### config.mk
export PLATFORM = sky130hd
export DESIGN_NAME = warp_sched_2s
export DESIGN_NICKNAME = d
export VERILOG_FILES = /design/src/rtl/ws_pkg.sv /design/src/rtl/ws_ready_filter.sv /design/src/rtl/ws_entry_table.sv /design/src/rtl/ws_gto_pick.sv /design/src/rtl/warp_sched_2s.sv
export SDC_FILE = /design/constraint.sdc
export NUM_CORES = 2
export LEC_CHECK = 0
export BUFFER_PORTS_ARGS = -buffer_cell sky130_fd_sc_hd__buf_2
export CAP_MARGIN = 25
export CORE_MARGIN = 1
export CORE_UTILIZATION = 60
export DETAILED_ROUTE_END_ITERATION = 10
export HOLD_SLACK_MARGIN = 0.15
export PLACE_DENSITY = 0.87
export SLEW_MARGIN = 10
export SYNTH_ARGS = -nofsm -noshare
export SYNTH_HDL_FRONTEND = slang
export SYNTH_SLANG_ARGS = --single-unit
### constraint.sdc
create_clock -name clk_i -period 38.6 [get_ports clk_i]
set_clock_uncertainty 0.1 [all_clocks]
set_input_delay 3.86 -clock clk_i [delete_from_list [all_inputs] [get_ports clk_i]]
set_output_delay 3.86 -clock clk_i [all_outputs]
set_load 0.05 [all_outputs]
### src/rtl/ws_pkg.sv
package ws_pkg;
  localparam int unsigned N_UNIT = 3;

  // opcode class field -> one-hot unit: bit0 alu, bit1 ldst, bit2 sfu
  function automatic logic [N_UNIT-1:0] unit_onehot(input logic [1:0] op_hi);
    logic [N_UNIT-1:0] u;
    case (op_hi)
      2'b01:   u = 3'b010;
      2'b10:   u = 3'b100;
      default: u = 3'b001;
    endcase
    return u;
  endfunction
endpackage

### src/rtl/ws_ready_filter.sv
module ws_ready_filter #(
  parameter int unsigned N_ENTRIES = 16,
  localparam int unsigned IDX_W = $clog2(N_ENTRIES)
) (
  input  logic                 clk_i,
  input  logic                 rst_ni,
  input  logic                 alloc_en_i,
  input  logic [IDX_W-1:0]     alloc_idx_i,
  input  logic                 rel_en_i,
  input  logic [IDX_W-1:0]     rel_idx_i,
  input  logic [N_ENTRIES-1:0] set_i,
  input  logic [N_ENTRIES-1:0] clr_i,
  input  logic                 iss_en_i,
  input  logic [IDX_W-1:0]     iss_idx_i,
  output logic [N_ENTRIES-1:0] vld_o,
  output logic [N_ENTRIES-1:0] rdy_o,
  output logic [N_ENTRIES-1:0] cand_o
);
  logic [N_ENTRIES-1:0] vld_q, rdy_q, cand_q;
  logic [N_ENTRIES-1:0] vld_d, rdy_d;

  always_comb begin
    vld_d = vld_q;
    rdy_d = rdy_q;
    for (int i = 0; i < N_ENTRIES; i++) begin
      if (alloc_en_i && alloc_idx_i == IDX_W'(i)) begin
        vld_d[i] = 1'b1;
        rdy_d[i] = 1'b0;
      end else if (rel_en_i && rel_idx_i == IDX_W'(i)) begin
        vld_d[i] = 1'b0;
        rdy_d[i] = 1'b0;
      end else if ((iss_en_i && iss_idx_i == IDX_W'(i)) || clr_i[i]) begin
        rdy_d[i] = 1'b0;
      end else if (set_i[i] && vld_q[i]) begin
        rdy_d[i] = 1'b1;
      end
    end
  end

  always_ff @(posedge clk_i or negedge rst_ni) begin
    if (!rst_ni) begin
      vld_q  <= '0;
      rdy_q  <= '0;
      cand_q <= '0;
    end else begin
      cand_q <= vld_q & rdy_q;
      vld_q  <= vld_d;
      rdy_q  <= rdy_d;
    end
  end

  assign vld_o  = vld_q;
  assign rdy_o  = rdy_q;
  assign cand_o = cand_q;

  // issuing a warp drops its ready bit at that same edge
  p_clear_on_issue_r5: assert property (@(posedge clk_i) disable iff (!rst_ni)
    iss_en_i |=> rdy_q[$past(iss_idx_i)] == 1'b0);

  // clear beats a simultaneous set
  p_clear_wins_r11: assert property (@(posedge clk_i) disable iff (!rst_ni)
    (clr_i != '0) |=> ((rdy_q & $past(clr_i)) == '0));
endmodule

### src/rtl/ws_entry_table.sv
module ws_entry_table #(
  parameter int unsigned N_ENTRIES = 16,
  parameter int unsigned WID_W     = 5,
  parameter int unsigned OP_W      = 6,
  parameter int unsigned MASK_W    = 32,
  parameter int unsigned AGE_W     = 8,
  parameter int unsigned CNT_W     = 32,
  localparam int unsigned IDX_W    = $clog2(N_ENTRIES),
  localparam logic [AGE_W-1:0] AGE_MAX = {AGE_W{1'b1}}
) (
  input  logic                 clk_i,
  input  logic                 rst_ni,
  input  logic                 alloc_en_i,
  input  logic [IDX_W-1:0]     alloc_idx_i,
  input  logic [WID_W-1:0]     alloc_wid_i,
  input  logic [OP_W-1:0]      alloc_op_i,
  input  logic [MASK_W-1:0]    alloc_mask_i,
  input  logic [N_ENTRIES-1:0] vld_i,
  input  logic [N_ENTRIES-1:0] rd_en_i,
  output logic [WID_W-1:0]     rd_wid_o  [N_ENTRIES],
  output logic [OP_W-1:0]      rd_op_o   [N_ENTRIES],
  output logic [MASK_W-1:0]    rd_amask_o[N_ENTRIES],
  output logic [AGE_W-1:0]     age_o     [N_ENTRIES],
  output logic [CNT_W-1:0]     rd_cnt_o
);
  logic [WID_W-1:0]  wid_q  [N_ENTRIES];
  logic [OP_W-1:0]   op_q   [N_ENTRIES];
  logic [MASK_W-1:0] amask_q[N_ENTRIES];
  logic [AGE_W-1:0]  age_q  [N_ENTRIES];
  logic [CNT_W-1:0]  rd_cnt_q;

  for (genvar g = 0; g < N_ENTRIES; g++) begin : g_ent
    logic hit;
    assign hit = alloc_en_i && alloc_idx_i == IDX_W'(g);

    always_ff @(posedge clk_i or negedge rst_ni) begin
      if (!rst_ni) begin
        wid_q[g]   <= '0;
        op_q[g]    <= '0;
        amask_q[g] <= '0;
        age_q[g]   <= '0;
      end else if (hit) begin
        wid_q[g]   <= alloc_wid_i;
        op_q[g]    <= alloc_op_i;
        amask_q[g] <= alloc_mask_i;
        age_q[g]   <= '0;
      end else if (alloc_en_i && vld_i[g] && age_q[g] != AGE_MAX) begin
        age_q[g]   <= age_q[g] + 1'b1;
      end
    end

    // read port gated: unready entries are not accessed
    assign rd_wid_o[g]   = rd_en_i[g] ? wid_q[g]   : '0;
    assign rd_op_o[g]    = rd_en_i[g] ? op_q[g]    : '0;
    assign rd_amask_o[g] = rd_en_i[g] ? amask_q[g] : '0;
    assign age_o[g]      = age_q[g];
  end

  always_ff @(posedge clk_i or negedge rst_ni) begin
    if (!rst_ni) rd_cnt_q <= '0;
    else         rd_cnt_q <= rd_cnt_q + CNT_W'($countones(rd_en_i));
  end

  assign rd_cnt_o = rd_cnt_q;

  // a freshly allocated entry is the youngest
  p_alloc_young_r7: assert property (@(posedge clk_i) disable iff (!rst_ni)
    alloc_en_i |=> age_q[$past(alloc_idx_i)] == '0);
endmodule

### src/rtl/ws_gto_pick.sv
module ws_gto_pick #(
  parameter int unsigned N_ENTRIES = 16,
  parameter int unsigned AGE_W     = 8,
  localparam int unsigned IDX_W    = $clog2(N_ENTRIES)
) (
  input  logic [N_ENTRIES-1:0] elig_i,
  input  logic [AGE_W-1:0]     age_i[N_ENTRIES],
  input  logic                 last_v_i,
  input  logic [IDX_W-1:0]     last_idx_i,
  output logic                 pick_v_o,
  output logic [IDX_W-1:0]     pick_idx_o
);
  logic             found;
  logic [IDX_W-1:0] best;
  logic [AGE_W-1:0] best_age;

  // oldest eligible, lowest index on a tie
  always_comb begin
    found    = 1'b0;
    best     = '0;
    best_age = '0;
    for (int i = 0; i < N_ENTRIES; i++) begin
      if (elig_i[i] && (!found || age_i[i] > best_age)) begin
        found    = 1'b1;
        best     = IDX_W'(i);
        best_age = age_i[i];
      end
    end
  end

  assign pick_v_o   = found;
  assign pick_idx_o = (last_v_i && elig_i[last_idx_i]) ? last_idx_i : best;
endmodule

### src/rtl/warp_sched_2s.sv
module warp_sched_2s #(
  parameter int unsigned N_ENTRIES = 16,
  parameter int unsigned WID_W     = 5,
  parameter int unsigned OP_W      = 6,
  parameter int unsigned MASK_W    = 32,
  parameter int unsigned AGE_W     = 8,
  parameter int unsigned CNT_W     = 32,
  localparam int unsigned IDX_W    = $clog2(N_ENTRIES),
  localparam int unsigned N_UNIT   = ws_pkg::N_UNIT
) (
  input  logic                 clk_i,
  input  logic                 rst_ni,
  input  logic                 alloc_valid_i,
  input  logic [IDX_W-1:0]     alloc_idx_i,
  input  logic [WID_W-1:0]     alloc_wid_i,
  input  logic [OP_W-1:0]      alloc_op_i,
  input  logic [MASK_W-1:0]    alloc_mask_i,
  input  logic                 release_valid_i,
  input  logic [IDX_W-1:0]     release_idx_i,
  input  logic [N_ENTRIES-1:0] ready_set_i,
  input  logic [N_ENTRIES-1:0] ready_clr_i,
  input  logic [N_UNIT-1:0]    unit_busy_i,
  output logic                 issue_valid_o,
  output logic [IDX_W-1:0]     issue_idx_o,
  output logic [WID_W-1:0]     issue_wid_o,
  output logic [OP_W-1:0]      issue_op_o,
  output logic [MASK_W-1:0]    issue_mask_o,
  output logic [N_UNIT-1:0]    issue_unit_o,
  output logic [CNT_W-1:0]     read_count_o
);
  logic [N_ENTRIES-1:0] vld_w, rdy_w, cand_w, rd_en_w, elig_w;
  logic [WID_W-1:0]     rd_wid  [N_ENTRIES];
  logic [OP_W-1:0]      rd_op   [N_ENTRIES];
  logic [MASK_W-1:0]    rd_amask[N_ENTRIES];
  logic [AGE_W-1:0]     age_w   [N_ENTRIES];
  logic [N_UNIT-1:0]    unit_w  [N_ENTRIES];
  logic                 pick_v;
  logic [IDX_W-1:0]     pick_idx;
  logic                 last_v_q, last_v_d;
  logic [IDX_W-1:0]     last_idx_q, last_idx_d;

  ws_ready_filter #(.N_ENTRIES(N_ENTRIES)) i_filter (
    .clk_i       (clk_i),
    .rst_ni      (rst_ni),
    .alloc_en_i  (alloc_valid_i),
    .alloc_idx_i (alloc_idx_i),
    .rel_en_i    (release_valid_i),
    .rel_idx_i   (release_idx_i),
    .set_i       (ready_set_i),
    .clr_i       (ready_clr_i),
    .iss_en_i    (pick_v),
    .iss_idx_i   (pick_idx),
    .vld_o       (vld_w),
    .rdy_o       (rdy_w),
    .cand_o      (cand_w)
  );

  // stale candidates (ready dropped since capture) are not read
  assign rd_en_w = cand_w & rdy_w & vld_w;

  ws_entry_table #(
    .N_ENTRIES (N_ENTRIES),
    .WID_W     (WID_W),
    .OP_W      (OP_W),
    .MASK_W    (MASK_W),
    .AGE_W     (AGE_W),
    .CNT_W     (CNT_W)
  ) i_table (
    .clk_i        (clk_i),
    .rst_ni       (rst_ni),
    .alloc_en_i   (alloc_valid_i),
    .alloc_idx_i  (alloc_idx_i),
    .alloc_wid_i  (alloc_wid_i),
    .alloc_op_i   (alloc_op_i),
    .alloc_mask_i (alloc_mask_i),
    .vld_i        (vld_w),
    .rd_en_i      (rd_en_w),
    .rd_wid_o     (rd_wid),
    .rd_op_o      (rd_op),
    .rd_amask_o   (rd_amask),
    .age_o        (age_w),
    .rd_cnt_o     (read_count_o)
  );

  // unit check happens only on the entries read in this stage
  for (genvar g = 0; g < N_ENTRIES; g++) begin : g_elig
    assign unit_w[g] = ws_pkg::unit_onehot(rd_op[g][OP_W-1 -: 2]);
    assign elig_w[g] = rd_en_w[g] && ((unit_w[g] & unit_busy_i) == '0);
  end

  ws_gto_pick #(.N_ENTRIES(N_ENTRIES), .AGE_W(AGE_W)) i_pick (
    .elig_i     (elig_w),
    .age_i      (age_w),
    .last_v_i   (last_v_q),
    .last_idx_i (last_idx_q),
    .pick_v_o   (pick_v),
    .pick_idx_o (pick_idx)
  );

  assign last_idx_d = pick_v ? pick_idx : last_idx_q;
  assign last_v_d   = (pick_v || last_v_q) &&
                      !(release_valid_i && release_idx_i == last_idx_d);

  always_ff @(posedge clk_i or negedge rst_ni) begin
    if (!rst_ni) begin
      issue_valid_o <= 1'b0;
      issue_idx_o   <= '0;
      issue_wid_o   <= '0;
      issue_op_o    <= '0;
      issue_mask_o  <= '0;
      issue_unit_o  <= '0;
      last_v_q      <= 1'b0;
      last_idx_q    <= '0;
    end else begin
      issue_valid_o <= pick_v;
      issue_idx_o   <= pick_v ? pick_idx : '0;
      issue_wid_o   <= pick_v ? rd_wid[pick_idx] : '0;
      issue_op_o    <= pick_v ? rd_op[pick_idx] : '0;
      issue_mask_o  <= pick_v ? rd_amask[pick_idx] : '0;
      issue_unit_o  <= pick_v ? unit_w[pick_idx] : '0;
      last_v_q      <= last_v_d;
      last_idx_q    <= last_idx_d;
    end
  end

  // exactly one unit class per issued instruction
  p_unit_onehot_r8: assert property (@(posedge clk_i) disable iff (!rst_ni)
    issue_valid_o |-> $countones(issue_unit_o) == 1);

  // never issued into a unit busy at the issuing edge
  p_busy_respected_r3: assert property (@(posedge clk_i) disable iff (!rst_ni)
    issue_valid_o |-> (($past(unit_busy_i) & issue_unit_o) == '0));

  // issued warp was a candidate of the first stage
  p_from_candidate_r2: assert property (@(posedge clk_i) disable iff (!rst_ni)
    issue_valid_o |-> (($past(cand_w) >> issue_idx_o) & N_ENTRIES'(1)) != '0);

  // empty candidate vector gives no issue
  p_idle_no_issue_r2: assert property (@(posedge clk_i) disable iff (!rst_ni)
    (cand_w == '0) |=> !issue_valid_o);

  // empty candidate vector reads nothing
  p_idle_no_read_r4: assert property (@(posedge clk_i) disable iff (!rst_ni)
    (cand_w == '0) |=> $stable(read_count_o));

  // no back-to-back issue of the same entry
  p_no_repeat_r5: assert property (@(posedge clk_i) disable iff (!rst_ni)
    issue_valid_o |=> !(issue_valid_o && issue_idx_o == $past(issue_idx_o)));
endmodule

==> impl_results.html <==
<table>
<tr><th>Metric</th><th>Value</th></tr>
<tr><th colspan="2">Setup path</th></tr>
<tr><td>Critical Path AT</td><td>36.44 ns</td></tr>
<tr><td>Critical register-to-register path endpoint</td><td>issue_op_o[1]</td></tr>
<tr><td>Worst Reg2Reg Path Length in Cells</td><td>154</td></tr>
<tr><td>Worst setup SP type</td><td>primary input</td></tr>
<tr><td>Count of buffering cells on the critical path with inverters included</td><td>16</td></tr>
<tr><td>Critical path's largest stage delay</td><td>1.14 ns</td></tr>
<tr><td>Top delay family on crit path</td><td>compound AO/OA/AOI/OAI gates</td></tr>
<tr><td>R2R setup slack</td><td>5.51 ns</td></tr>
<tr><td>Required time of the critical path</td><td>39.08 ns</td></tr>
<tr><td>Sort of element at the end of the critical path</td><td>flop</td></tr>
<tr><td>Category of the most critical setup path</td><td>primary input to flop</td></tr>
<tr><td>Launching point of the worst reg2reg path</td><td>i_table.op_q[95]</td></tr>
<tr><td>Critical-path cell with the highest stage delay</td><td>sky130_fd_sc_hd__nand3_2</td></tr>
<tr><td>Largest fanout on the critical path</td><td>24</td></tr>
<tr><td>Cell with the most instances on the worst path</td><td>sky130_fd_sc_hd__a21oi_1</td></tr>
<tr><th colspan="2">Floorplanning</th></tr>
<tr><td>Starting density of the core</td><td>61.0%</td></tr>
<tr><td>I/O pin cnt</td><td>173</td></tr>
<tr><td>Die Y</td><td>289 microns</td></tr>
<tr><td>Core area</td><td>81,100 sq um</td></tr>
<tr><td>Floorplan die area</td><td>83,600 sq um</td></tr>
<tr><td>DIE WIDTH</td><td>289 microns</td></tr>
<tr><td>Number of rows in the core area</td><td>104</td></tr>
<tr><th colspan="2">Synth</th></tr>
<tr><td>Syn. warnings</td><td>0</td></tr>
<tr><td>Sequential cell area fraction in the yosys report</td><td>48.2%</td></tr>
<tr><td>Synthesized netlist net count</td><td>5,205</td></tr>
<tr><td>Avg Cell Area, Syn</td><td>10.0 sq um</td></tr>
<tr><td>Cell area after technology mapping</td><td>49,500 sq um</td></tr>
<tr><td>Most frequently used flop master after synthesis</td><td>sky130_fd_sc_hd__dfrtp_1</td></tr>
<tr><td>Proportion of netlist area held by the largest area contributor</td><td>48.2%</td></tr>
<tr><td>Most area-consuming cells after synthesis</td><td>sky130_fd_sc_hd__dfrtp_1 (48%), sky130_fd_sc_hd__mux2_2 (11%), sky130_fd_sc_hd__nand2_1 (7.6%)</td></tr>
<tr><td>Number of enable flip-flop cells after synthesis</td><td>0</td></tr>
<tr><td>Number of distinct library cells after synthesis</td><td>103</td></tr>
<tr><td>Cell count after synthesis</td><td>4,926</td></tr>
<tr><td>Area leader, netlist</td><td>sky130_fd_sc_hd__dfrtp_1</td></tr>
<tr><td>Post-synth ARST share</td><td>100%</td></tr>
<tr><td>Flip-flop and latch count after synthesis</td><td>952</td></tr>
<tr><th colspan="2">Min path</th></tr>
<tr><td>Path category of the worst min-delay check</td><td>flop to flop</td></tr>
<tr><td>Source of the worst hold timing path</td><td>i_table.rd_cnt_o[31]</td></tr>
<tr><td>Capture endpoint of the worst hold path</td><td>i_table.rd_cnt_o[31]</td></tr>
<tr><td>Instance count along the most critical hold path</td><td>1</td></tr>
<tr><th colspan="2">Timing</th></tr>
<tr><td>Relative slew margins</td><td>18.6%</td></tr>
<tr><td>Total count of hold-check failures in the final report</td><td>0</td></tr>
<tr><td>RSZ-0062 raised after global routing</td><td>no</td></tr>
<tr><td>Tmin final</td><td>35.96 ns</td></tr>
<tr><td>Max-slew violation count</td><td>0</td></tr>
<tr><td>Setup slack after layout</td><td>2.64 ns</td></tr>
<tr><td>Highest attainable clock frequency</td><td>0.0278 GHz</td></tr>
<tr><td>Aggregate negative setup slack</td><td>0 ns</td></tr>
<tr><td>Total of endpoints with negative setup slack in the final report</td><td>0</td></tr>
<tr><td>Transition time at the pin with the least slew margin</td><td>1.22 ns</td></tr>
<tr><td>Final clock period utilization by the worst path</td><td>93.2%</td></tr>
<tr><th colspan="2">Detailed routing</th></tr>
<tr><td>Number of violations reported at the end of detailed-routing iteration 0</td><td>5,208</td></tr>
<tr><td>Iteration count of the initial detailed-routing pass</td><td>8</td></tr>
<tr><td>Antenna-violating nets left</td><td>0</td></tr>
<tr><td>Routed via count divided by cell count</td><td>6.73</td></tr>
<tr><td>Post-route DRC</td><td>0</td></tr>
<tr><td>Vias</td><td>41,000</td></tr>
<tr><td>Drt wl/cell</td><td>25.3 microns</td></tr>
<tr><td>Wirelength, routed</td><td>154,000 microns</td></tr>
<tr><th colspan="2">Clock tree</th></tr>
<tr><td>Number of levels in the clock H-tree</td><td>3</td></tr>
<tr><td>Clock latency reported for the late side of the worst-skew pair</td><td>0.70 ns</td></tr>
<tr><td>Number of buffers added by the clock tree synthesis step</td><td>97</td></tr>
<tr><td>CTS tree</td><td>done</td></tr>
<tr><td>Clock transition at the registers of the reported paths</td><td>0.06 ns</td></tr>
<tr><td>Post-CTS setup buffer count</td><td>0</td></tr>
<tr><td>Clk buf depth</td><td>3</td></tr>
<tr><td>CTS sink count</td><td>952</td></tr>
<tr><td>Hold buffer count at CTS</td><td>0</td></tr>
<tr><td>Master cell of the clock root buffer</td><td>sky130_fd_sc_hd__clkbuf_16</td></tr>
<tr><th colspan="2">Global route</th></tr>
<tr><td>Largest net degree at the start of global routing</td><td>209</td></tr>
<tr><td>Number of global-route vias before repair</td><td>40,800</td></tr>
<tr><td>GR Util All Layers</td><td>36.5%</td></tr>
<tr><td>Global-route wire length before repair</td><td>234,000 microns</td></tr>
<tr><td>Number of antenna violations at the first check in global routing</td><td>13</td></tr>
<tr><td>Remaining global-route overflow</td><td>0</td></tr>
<tr><th colspan="2">Placement</th></tr>
<tr><td>Area after detailed placement</td><td>51,000 sq um</td></tr>
<tr><td>GPL Wtd Cong</td><td>0.967</td></tr>
<tr><td>HPWL after detailed placement</td><td>90,000 microns</td></tr>
<tr><td>Number of input and output port buffers inserted</td><td>172</td></tr>
<tr><td>Dpl ws</td><td>0.724 ns</td></tr>
<tr><th colspan="2">Final layout</th></tr>
<tr><td>Nets@finish</td><td>5,213</td></tr>
<tr><td>Most common cell after layout, fill and taps aside</td><td>sky130_fd_sc_hd__nand2_1</td></tr>
<tr><td>Share of final-layout standard cells stronger than drive strength 1</td><td>20.2%</td></tr>
<tr><td>Most frequent cells in the layout</td><td>sky130_fd_sc_hd__nand2_1 (1,005), sky130_fd_sc_hd__dfrtp_1 (952), sky130_fd_sc_hd__mux2_2 (472), sky130_fd_sc_hd__nor2_1 (239), sky130_fd_sc_hd__a22oi_1 (180)</td></tr>
<tr><td>Post-route cell area</td><td>54,600 sq um</td></tr>
<tr><td>Final core utilization</td><td>67.3%</td></tr>
<tr><td>Growth of design area from synthesis to finish</td><td>10.3%</td></tr>
<tr><th colspan="2">Job</th></tr>
<tr><td>Maximum capacitance violations</td><td>0</td></tr>
<tr><th colspan="2">Power and ir drop</th></tr>
<tr><td>Static leakage</td><td>25.6 nW</td></tr>
<tr><td>Power Dens Cells</td><td>57.2 nW/um^2</td></tr>
<tr><td>Worst-case vdd ir drop</td><td>41.4 uV</td></tr>
<tr><th colspan="2">Run status</th></tr>
<tr><td>Run status</td><td>finished clean</td></tr>
</table>
## kinds of logic after synthesis
kind of cell	synth area share (%)
simple gates	15.1
compound gates	13.0
fa+ha+maj	5.00
buf+inv	4.22
flops	48.2
xor+xnor	2.25
mux	12.3
## area by class of cell
cell class / count / area [sq um]
Antenna cell: 9 / 22.5
Clock buffer: 133 / 2780
Clock inverter: 45 / 578
Fill cell: 5758 / 26500
Inverter: 176 / 668
Multi-Input combinational cell: 3460 / 23800
Sequential cell: 952 / 23800
Tap cell: 1060 / 1330
Timing Repair Buffer: 247 / 1560
## timing repair
item	CTS	global route
gates resized for setup	0	17
endpoints found under the setup margin	0	67
hold endpoints to repair	0	0
## report_power, final
part,switching (mW),internal (mW)
logic,0.441,0.293
registers,0.177,1.21
clock network,0.425,0.570
total,1.04,2.08
## cell usage after synthesis (all sizes together) (9+ instances only)
library cell / n
nand2: 1009
dfrtp: 952
mux2: 473
clkbuf: 274
nor2: 254
a22oi: 182
a21oi: 181
ha: 176
inv: 175
nand3: 162
and3: 82
o21ai: 81
buf: 66
xor2: 66
o22ai: 62
xnor2: 61
nand4: 60
mux2i: 59
a221oi: 49
a211oi: 44
a21o: 43
a211o: 36
a31oi: 31
or3: 29
and2: 28
nor3: 28
a32oi: 26
a31o: 23
nor2b: 15
a311oi: 14
fa: 13
o211ai: 13
a222oi: 12
a32o: 12
o211a: 10
or2: 9
## layer usage
metal,wire (microns),vias up,track usage (%),share of wire [%]
met1,56600,20000,46.6,37
li1,-,17400,-,-
met3,18900,771,9.74,12
met5,115,-,0,0.075
met2,68900,2763,55.9,45
met4,9630,18,21.6,6.2
## state kept, by name, indices dropped and copies added, names as in the netlist
signal            flops
i_filter.cand_o      16
i_filter.rdy_o       16
i_filter.vld_o       16
i_table.age_o       128
i_table.amask_q     512
i_table.op_q         96
i_table.rd_cnt_o     32
i_table.wid_q        80
issue_idx_o           4
issue_mask_o         32
issue_op_o            6
issue_unit_o          3
issue_valid_o         1
issue_wid_o           5
last_idx_q            4
last_v_q              1
## through the flow
stage	instances	hold slack, ns	power, mW
floorplan	4926	0.346	1.87
global placement	5887	0.356	2.06
detailed placement	5889	0.362	2.10
CTS	6067	0.374	3.09
global route	6076	0.390	3.25
finish	6082	0.373	3.12
## worst register-to-register path, delay by kind of cell (launching register included)
family / cells / cell delay (ns)
AOI/OAI and AO/OA: 72 / 16.13
DFF: 1 / 0.47
muxes: 9 / 2.96
and+or+nand+nor: 43 / 7.53
adders and majority gates: 15 / 4.24
buffers and inverters: 15 / 1.54
## worst max path at each step
stage,from,endpoint,slack [ns],cells after the start
after CTS,unit_busy_i[2],issue_op_o[3],1.15,154
after detailed placement,unit_busy_i[2],issue_op_o[3],0.72,154
after global placement,unit_busy_i[2],issue_mask_o[16],1.88,152
after global routing,unit_busy_i[0],issue_mask_o[10],0.06,158
after floorplan,unit_busy_i[0],issue_mask_o[0],6.01,164
final,unit_busy_i[2],issue_op_o[1],2.64,155
(Power assumes the default switching activity.)
